**config.mk**
```make
export PLATFORM = sky130hd
export DESIGN_NAME = amo_unit
export DESIGN_NICKNAME = d
export VERILOG_FILES = /design/src/rtl/amo_pkg.sv /design/src/rtl/amo_alu.sv /design/src/rtl/amo_dst_check.sv /design/src/rtl/amo_unit.sv
export SDC_FILE = /design/constraint.sdc
export NUM_CORES = 1
export LEC_CHECK = 0
export BUFFER_PORTS_ARGS = -buffer_cell sky130_fd_sc_hd__buf_2
export CAP_MARGIN = 0
export CORE_MARGIN = 2
export CORE_UTILIZATION = 30
export DETAILED_ROUTE_END_ITERATION = 10
export SLEW_MARGIN = 30
export SYNTH_ARGS = -nofsm -noshare
export SYNTH_HDL_FRONTEND = slang
export SYNTH_SLANG_ARGS = --single-unit
```
**constraint.sdc**
```tcl
create_clock -name clk -period 4 [get_ports clk]
set_input_delay 0.4 -clock clk [delete_from_list [all_inputs] [get_ports clk]]
set_output_delay 0.4 -clock clk [all_outputs]
set_load 0.05 [all_outputs]
```
**src/rtl/amo_pkg.sv**
```systemverilog
package amo_pkg;
  localparam int XLEN = 64;

  typedef enum logic [2:0] {
    OP_XCHG  = 3'd0,
    OP_CAS   = 3'd1,
    OP_ADD   = 3'd2,
    OP_ADDNN = 3'd3,
    OP_AND   = 3'd4,
    OP_OR    = 3'd5
  } amo_op_e;

  typedef enum logic [1:0] {
    FLT_NONE   = 2'd0,
    FLT_ALIGN  = 2'd1,
    FLT_ACCESS = 2'd2,
    FLT_REG    = 2'd3
  } amo_flt_e;

  typedef enum logic [2:0] {
    ST_IDLE, ST_LOCK, ST_READ, ST_CALC, ST_WRITE, ST_DONE
  } amo_st_e;
endpackage

```
**src/rtl/amo_alu.sv**
```systemverilog
module amo_alu
  import amo_pkg::*;
(
  input  amo_op_e              op,
  input  logic                 narrow,
  input  logic [XLEN-1:0]      old_val,
  input  logic [XLEN-1:0]      opnd,
  input  logic [XLEN-1:0]      cmp_val,
  output logic [XLEN-1:0]      new_val,
  output logic                 store_en
);
  localparam int HW = XLEN / 2;

  logic [XLEN-1:0] sum;
  logic [XLEN-1:0] cmp_ext;
  logic            sum_neg;

  always_comb begin
    sum     = old_val + opnd;
    cmp_ext = narrow ? {{HW{cmp_val[HW-1]}}, cmp_val[HW-1:0]} : cmp_val;
    sum_neg = narrow ? sum[HW-1] : sum[XLEN-1];
    new_val  = old_val;
    store_en = 1'b0;
    case (op)
      OP_XCHG:  begin new_val = opnd;           store_en = 1'b1;                end
      OP_CAS:   begin new_val = opnd;           store_en = (old_val == cmp_ext); end
      OP_ADD:   begin new_val = sum;            store_en = 1'b1;                end
      OP_ADDNN: begin new_val = sum;            store_en = !sum_neg;            end
      OP_AND:   begin new_val = old_val & opnd; store_en = 1'b1;                end
      OP_OR:    begin new_val = old_val | opnd; store_en = 1'b1;                end
      default:  begin new_val = old_val;        store_en = 1'b0;                end
    endcase
  end
endmodule

```
**src/rtl/amo_dst_check.sv**
```systemverilog
module amo_dst_check #(
  parameter int IDX_W    = 6,
  parameter int ZERO_IDX = 63,
  parameter int NET_LO   = 58,
  parameter int NET_HI   = 62
) (
  input  logic [IDX_W-1:0] dst,
  output logic             is_zero,
  output logic             is_net
);
  assign is_zero = (dst == IDX_W'(ZERO_IDX));
  assign is_net  = (dst >= IDX_W'(NET_LO)) && (dst <= IDX_W'(NET_HI));
endmodule

```
**src/rtl/amo_unit.sv**
```systemverilog
module amo_unit
  import amo_pkg::*;
#(
  parameter int ADDR_W   = 16,
  parameter int IDX_W    = 6,
  parameter int ZERO_IDX = 63,
  parameter int NET_LO   = 58,
  parameter int NET_HI   = 62
) (
  input  logic                 clk,
  input  logic                 rst,
  input  logic                 req_valid,
  output logic                 req_ready,
  input  logic [2:0]           req_op,
  input  logic                 req_narrow,
  input  logic [ADDR_W-1:0]    req_addr,
  input  logic [63:0]          req_opnd,
  input  logic [IDX_W-1:0]     req_dst,
  input  logic [63:0]          cmp_val,
  output logic                 mem_req,
  output logic                 mem_we,
  output logic                 mem_lock,
  output logic [ADDR_W-1:0]    mem_addr,
  output logic [63:0]          mem_wdata,
  output logic [7:0]           mem_be,
  input  logic                 mem_ack,
  input  logic                 mem_err,
  input  logic [63:0]          mem_rdata,
  output logic                 rsp_valid,
  input  logic                 rsp_ready,
  output logic                 rsp_wen,
  output logic [IDX_W-1:0]     rsp_dst,
  output logic [63:0]          rsp_data,
  output logic [1:0]           rsp_fault
);
  localparam int BE_W  = XLEN / 8;
  localparam int OFF_W = $clog2(BE_W);
  localparam int HW    = XLEN / 2;
  localparam int HB    = BE_W / 2;

  amo_st_e           state;
  amo_op_e           op_q;
  logic              narrow_q;
  logic [ADDR_W-1:0] addr_q;
  logic [XLEN-1:0]   opnd_q, cmp_q, old_q, new_q;
  logic [IDX_W-1:0]  dst_q;
  amo_flt_e          fault_q;
  logic              wen_q;

  logic [XLEN-1:0]   alu_new;
  logic              alu_store;
  logic              dst_zero, dst_net;
  logic              misal;
  logic [HW-1:0]     rd_half;
  logic [XLEN-1:0]   rd_ext;
  amo_flt_e          fin_fault;
  logic              fin_wen;

  amo_alu u_alu (
    .op(op_q), .narrow(narrow_q), .old_val(old_q), .opnd(opnd_q),
    .cmp_val(cmp_q), .new_val(alu_new), .store_en(alu_store)
  );

  amo_dst_check #(.IDX_W(IDX_W), .ZERO_IDX(ZERO_IDX), .NET_LO(NET_LO), .NET_HI(NET_HI)) u_dst (
    .dst(dst_q), .is_zero(dst_zero), .is_net(dst_net)
  );

  always_comb begin
    misal     = narrow_q ? (addr_q[1:0] != 2'b00) : (addr_q[OFF_W-1:0] != '0);
    rd_half   = addr_q[OFF_W-1] ? mem_rdata[XLEN-1:HW] : mem_rdata[HW-1:0];
    rd_ext    = narrow_q ? {{HW{rd_half[HW-1]}}, rd_half} : mem_rdata;
    fin_fault = dst_net ? FLT_REG : FLT_NONE;
    fin_wen   = !dst_zero && !dst_net;
  end

  always_ff @(posedge clk) begin
    if (rst) begin
      state    <= ST_IDLE;
      op_q     <= OP_XCHG;
      narrow_q <= 1'b0;
      addr_q   <= '0;
      opnd_q   <= '0;
      cmp_q    <= '0;
      old_q    <= '0;
      new_q    <= '0;
      dst_q    <= '0;
      fault_q  <= FLT_NONE;
      wen_q    <= 1'b0;
    end else begin
      case (state)
        ST_IDLE: if (req_valid) begin
          op_q     <= amo_op_e'(req_op);
          narrow_q <= req_narrow;
          addr_q   <= req_addr;
          opnd_q   <= req_opnd;
          cmp_q    <= cmp_val;
          dst_q    <= req_dst;
          old_q    <= '0;
          state    <= ST_LOCK;
        end
        ST_LOCK: if (misal) begin
          fault_q <= FLT_ALIGN;
          wen_q   <= 1'b0;
          state   <= ST_DONE;
        end else begin
          state <= ST_READ;
        end
        ST_READ: if (mem_ack) begin
          if (mem_err) begin
            fault_q <= FLT_ACCESS;
            wen_q   <= 1'b0;
            state   <= ST_DONE;
          end else begin
            old_q <= rd_ext;
            state <= ST_CALC;
          end
        end
        ST_CALC: begin
          new_q <= alu_new;
          if (alu_store) begin
            state <= ST_WRITE;
          end else begin
            fault_q <= fin_fault;
            wen_q   <= fin_wen;
            state   <= ST_DONE;
          end
        end
        ST_WRITE: if (mem_ack) begin
          fault_q <= mem_err ? FLT_ACCESS : fin_fault;
          wen_q   <= mem_err ? 1'b0 : fin_wen;
          state   <= ST_DONE;
        end
        ST_DONE: if (rsp_ready) state <= ST_IDLE;
        default: state <= ST_IDLE;
      endcase
    end
  end

  assign req_ready = (state == ST_IDLE);
  assign mem_req   = (state == ST_READ) || (state == ST_WRITE);
  assign mem_we    = (state == ST_WRITE);
  assign mem_lock  = (state == ST_LOCK) || (state == ST_READ) ||
                     (state == ST_CALC) || (state == ST_WRITE);
  assign mem_addr  = {addr_q[ADDR_W-1:OFF_W], {OFF_W{1'b0}}};
  assign mem_wdata = narrow_q ? {2{new_q[HW-1:0]}} : new_q;
  assign mem_be    = narrow_q ? (addr_q[OFF_W-1] ? {{HB{1'b1}}, {HB{1'b0}}}
                                                 : {{HB{1'b0}}, {HB{1'b1}}})
                              : {BE_W{1'b1}};
  assign rsp_valid = (state == ST_DONE);
  assign rsp_wen   = wen_q;
  assign rsp_dst   = dst_q;
  assign rsp_data  = old_q;
  assign rsp_fault = fault_q;

  AST_CAS_STORE_ON_MATCH: assert property (@(posedge clk) disable iff (rst)
    (mem_req && mem_we && op_q == OP_CAS) |->
      (narrow_q ? (old_q[HW-1:0] == cmp_q[HW-1:0]) : (old_q == cmp_q)));
  AST_ADDNN_NONNEG_STORE: assert property (@(posedge clk) disable iff (rst)
    (mem_req && mem_we && op_q == OP_ADDNN) |->
      !(narrow_q ? new_q[HW-1] : new_q[XLEN-1]));
  AST_ALIGN_NO_ACCESS: assert property (@(posedge clk) disable iff (rst)
    (state == ST_LOCK && misal) |=> !mem_req);
  AST_FAULT_NO_WB: assert property (@(posedge clk) disable iff (rst)
    (rsp_valid && rsp_fault != FLT_NONE) |-> !rsp_wen);
  AST_ZERO_DROP: assert property (@(posedge clk) disable iff (rst)
    (rsp_valid && rsp_dst == IDX_W'(ZERO_IDX)) |-> !rsp_wen);
  AST_REQ_UNDER_LOCK: assert property (@(posedge clk) disable iff (rst)
    mem_req |-> mem_lock);
  AST_LOCK_FREED: assert property (@(posedge clk) disable iff (rst)
    rsp_valid |-> !mem_lock);
  AST_RSP_HOLD: assert property (@(posedge clk) disable iff (rst)
    (rsp_valid && !rsp_ready) |=> (rsp_valid && $stable(rsp_data) && $stable(rsp_fault)));
endmodule

```
# ---- Word level (Yosys, flattened, before mapping)
# Cells that the tools add are included.
dict set report totals {
  regBits 288
  word_cells 95
}
dict set report classes {
  mux 37
  n_reduce_logical 22
  bitwise 2
  add_sub_neg 1
  eq_ne 20
  magnitude_cmp 2
}
# cell count
set ops {}
lappend ops {{$mux 64} 6}
lappend ops {{$pmux 64 s4} 1}
lappend ops {{$pmux 64 s2} 1}
lappend ops {{$add 64x64->64} 1}
lappend ops {{$and 64x64->64} 1}
lappend ops {{$eq 64x64->1} 1}
lappend ops {{$or 64x64->64} 1}
lappend ops {{$mux 32} 1}
lappend ops {{$mux 3} 6}
lappend ops {{$pmux 3 s6} 1}
lappend ops {{$mux 8} 2}
lappend ops {{$mux 2} 7}
lappend ops {{$eq 3x2->1 const B} 4}
lappend ops {{$eq 3x3->1 const B} 4}
lappend ops {{$ne 2x2->1 const B} 6}
lappend ops {{$mux 1} 9}
lappend ops {{$pmux 2 s4} 1}
lappend ops {{$reduce_and 4->1} 2}
lappend ops {{$eq 3x1->1 const B} 2}
lappend ops {{$eq 6x6->1 const B} 1}
lappend ops {{$ge 6x6->1 const B} 1}
lappend ops {{$le 6x6->1 const B} 1}
lappend ops {{$logic_not 3->1} 2}
lappend ops {{$reduce_and 6->1} 1}
lappend ops {{other kinds (12)} 21}

# ---- Depth between registers and ports, before layout
# Gate-level depths: netlist of run 1.
dict set report depth {
  word_depth 7
  mapped_depth 13
}

# ---- Modules after synthesis
# From an unflattened synthesis of run 1, not the netlist that was laid out.
dict set report unflattened {
  hier_cells 2600
  area_unflattened_um2 19854.0
}
# mod n_inst cells_each area_each_um2
set by_module_without_submodules {}
lappend by_module_without_submodules {amo_unit 1 1439 11559.8}
lappend by_module_without_submodules {amo_alu 1 1156 8259.2}
lappend by_module_without_submodules {amo_dst_check 1 5 35.0}

# ---- Worst setup path after synthesis of run 1
# OpenSTA, ideal clock, no wires.
dict set report synth_path {
  kind {reg-to-reg}
  start {reg old_q[1], in the netlist rsp_data[1]}
  end {reg new_q[61]}
  slack_ns 0.449
  t_arrival_ns 3.424
  required_ns 3.873
  path_stages_with_launch 13
  path_cell_list {dfxtp_1 -> inv_1 -> ha_1 -> a211oi_2 -> o211ai_2 -> a31oi_4 -> a22oi_4 -> a31oi_4 -> o21ai_2 -> a221o_1 -> a311o_1 -> and3b_1 -> or3_1}
}
dict set report synth_via {
  elab_chain_len 2
}
# element line
set synth_lines {}
lappend synth_lines {{start, declared} amo_unit.sv:45} ;# logic [XLEN-1:0] opnd_q, cmp_q, old_q, new_q;
lappend synth_lines {{start signal, assigned} amo_unit.sv:114} ;# old_q <= rd_ext;
lappend synth_lines {{$add 64x64->64} amo_alu.sv:19} ;# sum = old_val + opnd;
lappend synth_lines {{$pmux 64 s4} amo_alu.sv:24} ;# case (op)
lappend synth_lines {{end signal, assigned} amo_unit.sv:119} ;# new_q <= alu_new;
lappend synth_lines {{end, declared} amo_unit.sv:45}
# Every way passes these cells.
# A chain may end at the register's enable or synchronous reset.

# ---- Final worst setup path of run 1
dict set report layout_path {
  start {reg old_q[33], in the netlist rsp_data[33]}
  end {reg new_q[61]}
}
# Same word-level chain as after synthesis.

==> metrics.txt, run 1 <==
outcome=finished clean; maximum VDD drop=912 µV; Leakage=10.0 nW; hold slack=0.0714 ns; net switching power figure=0.00536 W; post-placement cell area=22000 µm²; hold buffer count at CTS=0; utilization after layout=36.9%; Synth area leaders=dfxtp_1 (30%), a21oi_1 (9.8%), ha_1 (8.3%), nand2_1 (8.1%), nor2_1 (3.6%); Rel. slew slack=37.3%; Worst setup EP type=flip-flop; Residual DRC=0; crit path cell chain=inv_1 -> ha_1 -> and4_4 -> nor2b_4 -> a22oi_2 -> o211ai_1 -> a31oi_4 -> o21ai_2 -> a221o_1 -> a311o_1 -> and3b_1 -> or3_1; count leader, synth=nand2_1; CP delay by family, top=compound AO/OA/AOI/OAI gates; WL per Instance=23.9 µm; area of the multi-input gates=11800 µm²; Post-synth top cells=nand2_1 (416), a21oi_1 (377), dfxtp_1 (288), nor2_1 (186), clkbuf_1 (162); Syn Std Cell Area=19200 µm²; worst setup path end=new_q[61]; register area share after synthesis=30.0%; Routed Antenna Nets=0; Min-Delay Path Class=primary input to flip-flop; Power Density=527 nW/µm²; initial antenna violation count=13; Final Max Slew Viols=0; Post-synth EDFFs=0; Synth Instances=2579; DR pass1 iterations=11; reg2reg end=new_q[61]; CTS tree=built; R2R depth=12; RSZ-0062 raised after global routing=false; die width=257 µm; CP Max Fanout=9; Max clock buf depth=3; hold path depth=3; Combinational Power Share=39.9%; internal power=0.00691 W; root buffer cell=clkbuf_16; Setup TNS=0 ns; Synth Register Bits=288; core box area=63200 µm²; Setup crit start kind=flip-flop; Critical Setup Path Class=flip-flop to flip-flop; GRT Residual Overflow=0; post-DP HPWL=69400 µm; fmax=0.266 GHz; synth warn=0; R2R Setup Slk=0.25 ns; Sw Ratio=43.7%; Crit-path slowest cell=dfxtp_1; asr flop ratio synth=0%; share of power burned in registers=31.1%; initial core utilization=30.4%; Max-Cap Viols=0; drt total wl=89700 µm; Fin. Hold Viols=0; Mapped Avg Cell Area=7.44 µm²; Crit. Startpoint=rsp_data[33]; PostCTS Resize Cnt=0; Port Buffers=386; critical path data required time=4.43 ns; Clock Sinks=288; CTS HTree Levels=2; Die ar.=66000 µm²; dominant synthesized flop cell=dfxtp_1; PnR worst setup slack=0.246 ns; Final GP Congestion=0.983; Die Y=257 µm; drt via density=5.40; Worst Skew=0.0271 ns; clk slew on worst S/H paths=0.06 ns; worst-margin pin slew=0.938 ns; Arr. time, crit path=4.18 ns; layout cells sized above 1=21.6%; largest net degree at the start of global routing=124; Min Clock Period, post-route=3.75 ns; Setup Fix Bufs, Post-CTS=0; Setup Slack @ Placement=0.342 ns; Synth area leader=dfxtp_1; Vias=20200; period utilization=93.8%; post-synth top area share=30.0%; Std-Cell Rows=92; endpoints failing setup=0; Area Growth Syn to Fin=21.4%; Tot GR Track Use=26.4%; CTS Buf Count=38; I/O Pins=390; r2r startpoint=rsp_data[33]; Clock Power Share=29.1%; post-synth cell types=86; Buf/Inv on CP=1; WP depth=12; DR iter-0 viols=1858; later-pin clock latency in the skew report=0.57 ns; nets@finish=3230; first-pass GRT wire length=131000 µm; Max stage delay on crit path=0.70 ns; vias in the first global route=19200; number of fill cells=6779; storage element area=5770 µm²; Finished Cell Area=23300 µm²
[worst register-to-register path: cells and delay by family (launching register included)]
kind / cells / cell delay, ns
adders and majority gates: 1 / 0.43
buffers and inverters: 1 / 0.10
and+or+nand+nor: 4 / 0.86
DFF: 1 / 0.70
AOI/OAI and AO/OA: 6 / 1.54
[cells by family after synthesis]
kind of cell               count (synthesis)  share of synthesized area (%)
AOI/OAI and AO/OA                        723                           23.8
xor gates and xnor gates                 108                           4.93
adders and majority gates                129                           8.45
buffers and inverters                    387                           8.70
DFF                                      288                           30.0
muxes                                     74                           4.26
other                                      1                         0.0195
and+or+nand+nor                          869                           19.8
[area by class of cell]
class	count	area share (%)
repair buffers	494	12.1
inverters	149	2.40
well taps	846	4.54
clock inverters	19	1.05
diodes	5	0.0537
multi-input cells	1906	50.7
flip-flops and latches	288	24.8
clock buffers	46	4.38
[metal layers]
layer	vias up	track usage [%]	share of wire [%]
li1	9552	-	-
met1	9639	35.0	43
met2	892	42.1	45
met3	156	5.70	8.5
met4	10	9.29	3.6
met5	-	0	0.068
[how the worst min path moves through the flow]
stage / start / end / slack [ns]
final: req_addr[6] / addr_q[6] / 0.07
after global routing: cmp_val[11] / cmp_q[11] / 0.06
after CTS: req_opnd[8] / opnd_q[8] / 0.04
after detailed placement: addr_q[5] / addr_q[5] / 0.45
after global placement: addr_q[12] / addr_q[12] / 0.44
after floorplan: addr_q[1] / addr_q[1] / 0.44
[through the flow]
stage	total power, W	instances
3_5_place_dp	0.00873	3683
5_1_grt	0.0129	3749
4_1_cts	0.0123	3748
6_report	0.0123	3753
3_3_place_gp	0.00871	3683
2_1_floorplan	0.00707	2581
[state kept, by name (all words and copies together) (netlist names), 2 cells and up]
register	cells
cmp_q	64
new_q	64
opnd_q	64
rsp_data	64
addr_q	16
rsp_dst	6
op_q	3
state	3
rsp_fault	2
[power groups by stage]
stage / Clock, W / Combinational [W] / Sequential, W
finish: 0.00357 / 0.00489 / 0.00381
global route: 0.00377 / 0.00530 / 0.00386
CTS: 0.00365 / 0.00487 / 0.00381
detailed placement: 0 / 0.00486 / 0.00387
global placement: 0 / 0.00485 / 0.00386
floorplan: 0 / 0.00325 / 0.00382
[placed cells by master, fill, tap and decap left out, types with 32 or more instances in the layout]
| cell type | instances |
|---|---|
| a21o_1 | 33 |
| a21oi_1 | 377 |
| a221oi_1 | 49 |
| buf_2 | 385 |
| buf_4 | 103 |
| clkbuf_16 | 38 |
| dfxtp_1 | 287 |
| ha_1 | 128 |
| inv_1 | 147 |
| mux2_2 | 32 |
| mux2i_1 | 39 |
| nand2_1 | 412 |
| nand4_1 | 39 |
| nor2_1 | 184 |
| nor3_1 | 130 |
| o211ai_1 | 42 |
| o21ai_0 | 63 |
| xnor2_1 | 77 |
Note: power is estimated with default switching activity, not from simulation.
==> run 2, diff against run 1 <==
--- a/config.mk
+++ b/config.mk
@@ -7,7 +7,6 @@
 export LEC_CHECK = 0
 export BUFFER_PORTS_ARGS = -buffer_cell sky130_fd_sc_hd__buf_2
 export CAP_MARGIN = 0
-export CORE_MARGIN = 2
 export CORE_UTILIZATION = 30
 export DETAILED_ROUTE_END_ITERATION = 10
 export SLEW_MARGIN = 30
==> metrics.txt, run 2 (synthesis results as in run 1) <==
outcome=finished clean; CTS tree=built; most frequent cells in the layout=nand2_1 (412), buf_2 (385), a21oi_1 (377); area of the multi-input gates=11800 µm² (unchanged); Clock Sinks=288 (unchanged); first-pass GRT wire length=130000 µm (-0.46%); Setup TNS=0 ns (unchanged); drt total wl=90600 µm (+1.1%); Tot GR Track Use=27.2% (+0.87 points); Worst setup EP type=flip-flop; Leakage=10.0 nW (-0.17%); WL per Instance=24.1 µm (+0.94%); worst hold path startpoint=req_addr[9]; utilization after layout=36.9% (about the same); vias in the first global route=19100 (-0.44%); DR iter-0 viols=2046 (+10%); fmax=0.268 GHz (+0.52%); CTS Buf Count=37 (-2.6%); DR pass1 iterations=6 (-5); R2R Setup Slk=0.27 ns (+0.02 ns); clk slew on worst S/H paths=0.06 ns (about the same); CTS HTree Levels=2 (unchanged); largest net degree at the start of global routing=115 (-7.3%); die width=255 µm (-0.78%); worst-margin pin slew=1.02 ns (+0.0838 ns); Min Clock Period, post-route=3.73 ns (-0.0196 ns); hold slack=0.0539 ns (-0.0175 ns); Port Buffers=386 (unchanged); Max-Cap Viols=0 (unchanged); Arr. time, crit path=4.17 ns (about the same); Setup Fix Bufs, Post-CTS=0 (unchanged); Vias=20300 (+0.40%); reg2reg end=rsp_fault[1]; Die Y=255 µm (-0.78%); CP Max Fanout=5 (-4); initial core utilization=30.4% (+0.055 points); R2R depth=13 (+1); initial antenna violation count=6 (-7); Residual DRC=0 (unchanged); Routed Antenna Nets=0 (unchanged); GRT Residual Overflow=0 (unchanged); WHS Endpoint=addr_q[9]; Critical Setup Path Class=flip-flop to flip-flop; layout cells sized above 1=21.7% (+0.12 points); commonest non-fill, non-tap cell in the layout=nand2_1; Setup crit start kind=flip-flop; endpoints failing setup=0 (unchanged); period utilization=93.3% (-0.49 points); Die ar.=65000 µm² (-1.6%); PostCTS Resize Cnt=0 (unchanged); later-pin clock latency in the skew report=0.58 ns (about the same); core box area=63100 µm² (-0.18%); Power Density=524 nW/µm² (-0.62%); Area Growth Syn to Fin=21.2%; I/O Pins=390 (unchanged); Std-Cell Rows=92 (unchanged); RSZ-0062 raised after global routing=false; hold buffer count at CTS=0 (unchanged); critical path data required time=4.44 ns (about the same); Max clock buf depth=3 (unchanged); number of fill cells=6817 (+0.56%); r2r startpoint=rsp_data[1]; Rel. slew slack=31.7% (-5.6 points); drt via density=5.41 (+0.30%); Worst Skew=0.0280 ns (+0.000895 ns); maximum VDD drop=576 µV (-37%); root buffer cell=clkbuf_16; Fin. Hold Viols=0 (unchanged); Min-Delay Path Class=primary input to flip-flop; post-DP HPWL=70100 µm (+0.99%); storage element area=5770 µm² (about the same); nets@finish=3233 (+0.093%); hold path depth=3 (unchanged); Final Max Slew Viols=0 (unchanged); Final GP Congestion=0.993 (+1.0%)
run 2: changes by cell type in the layout (fill, tap and decap cells not counted), sizes merged:
cell      before  now
diode          5    2
bufinv         5    3
buf          494  498
clkinvlp       1    4
inv          151  152
clkinv        11   12
run 2: how the worst max path moves through the flow:
stage | startpoint | depth (start not counted) | endpoint
4_1_cts | rsp_data[1] | 13 | rsp_fault[0]
3_3_place_gp | rsp_data[1] | 13 | rsp_fault[0]
2_1_floorplan | rsp_data[1] | 12 | new_q[61]
5_1_grt | opnd_q[0] | 13 | new_q[58]
6_report | rsp_data[1] | 13 | rsp_fault[1]
3_5_place_dp | rsp_data[1] | 13 | rsp_fault[1]
run 2: through the flow:
stage	worst slack [ns]	cell area, µm²	power, W	cells
floorplan	0.449	19200	0.00707	2581
global placement	0.403	22000	0.00872	3687
detailed placement	0.343	22000	0.00874	3687
CTS	0.306	23200	0.0122	3755
global route	0.0943	23200	0.0128	3755
finish	0.266	23300	0.0122	3757
run 2: area by class of cell:
cell class                 instances  area share [%]
multi-input combinational       1906            50.8
antenna                            2          0.0215
clock inverter                    22            1.02
clock buffer                      46            4.21
tap                              846            4.55
inverter                         149            2.41
timing repair buffer             498            12.2
sequential                       288            24.8
run 2: per-layer routing:
layer / vias to the layer above / routed length, µm / track usage [%]
met4: 2 / 2760 / 7.84
met5: - / 8 / 0
li1: 9567 / - / -
met1: 9686 / 39700 / 36.9
met3: 132 / 7930 / 5.76
met2: 944 / 40300 / 43.3
run 2: worst max-delay path, stage by stage (launching register included):
cell,delay [ns]
dfxtp_1,0.42
inv_1,0.12
ha_1,0.34
a211oi_2,0.32
o211ai_2,0.21
and3_1,0.20
o311ai_1,0.24
buf_4,0.18
and2_1,0.20
xor2_1,0.37
a2111oi_1,0.17
a211oi_2,0.53
mux2i_1,0.25
nor2_1,0.05
run 2: power breakdown:
group	leakage [nW]	internal (W)	switching, W
clock	0.588	0.00196	0.00148
combinational	7.08	0.00144	0.00343
sequential	2.35	0.00331	0.000534
total	10.0	0.00672	0.00545
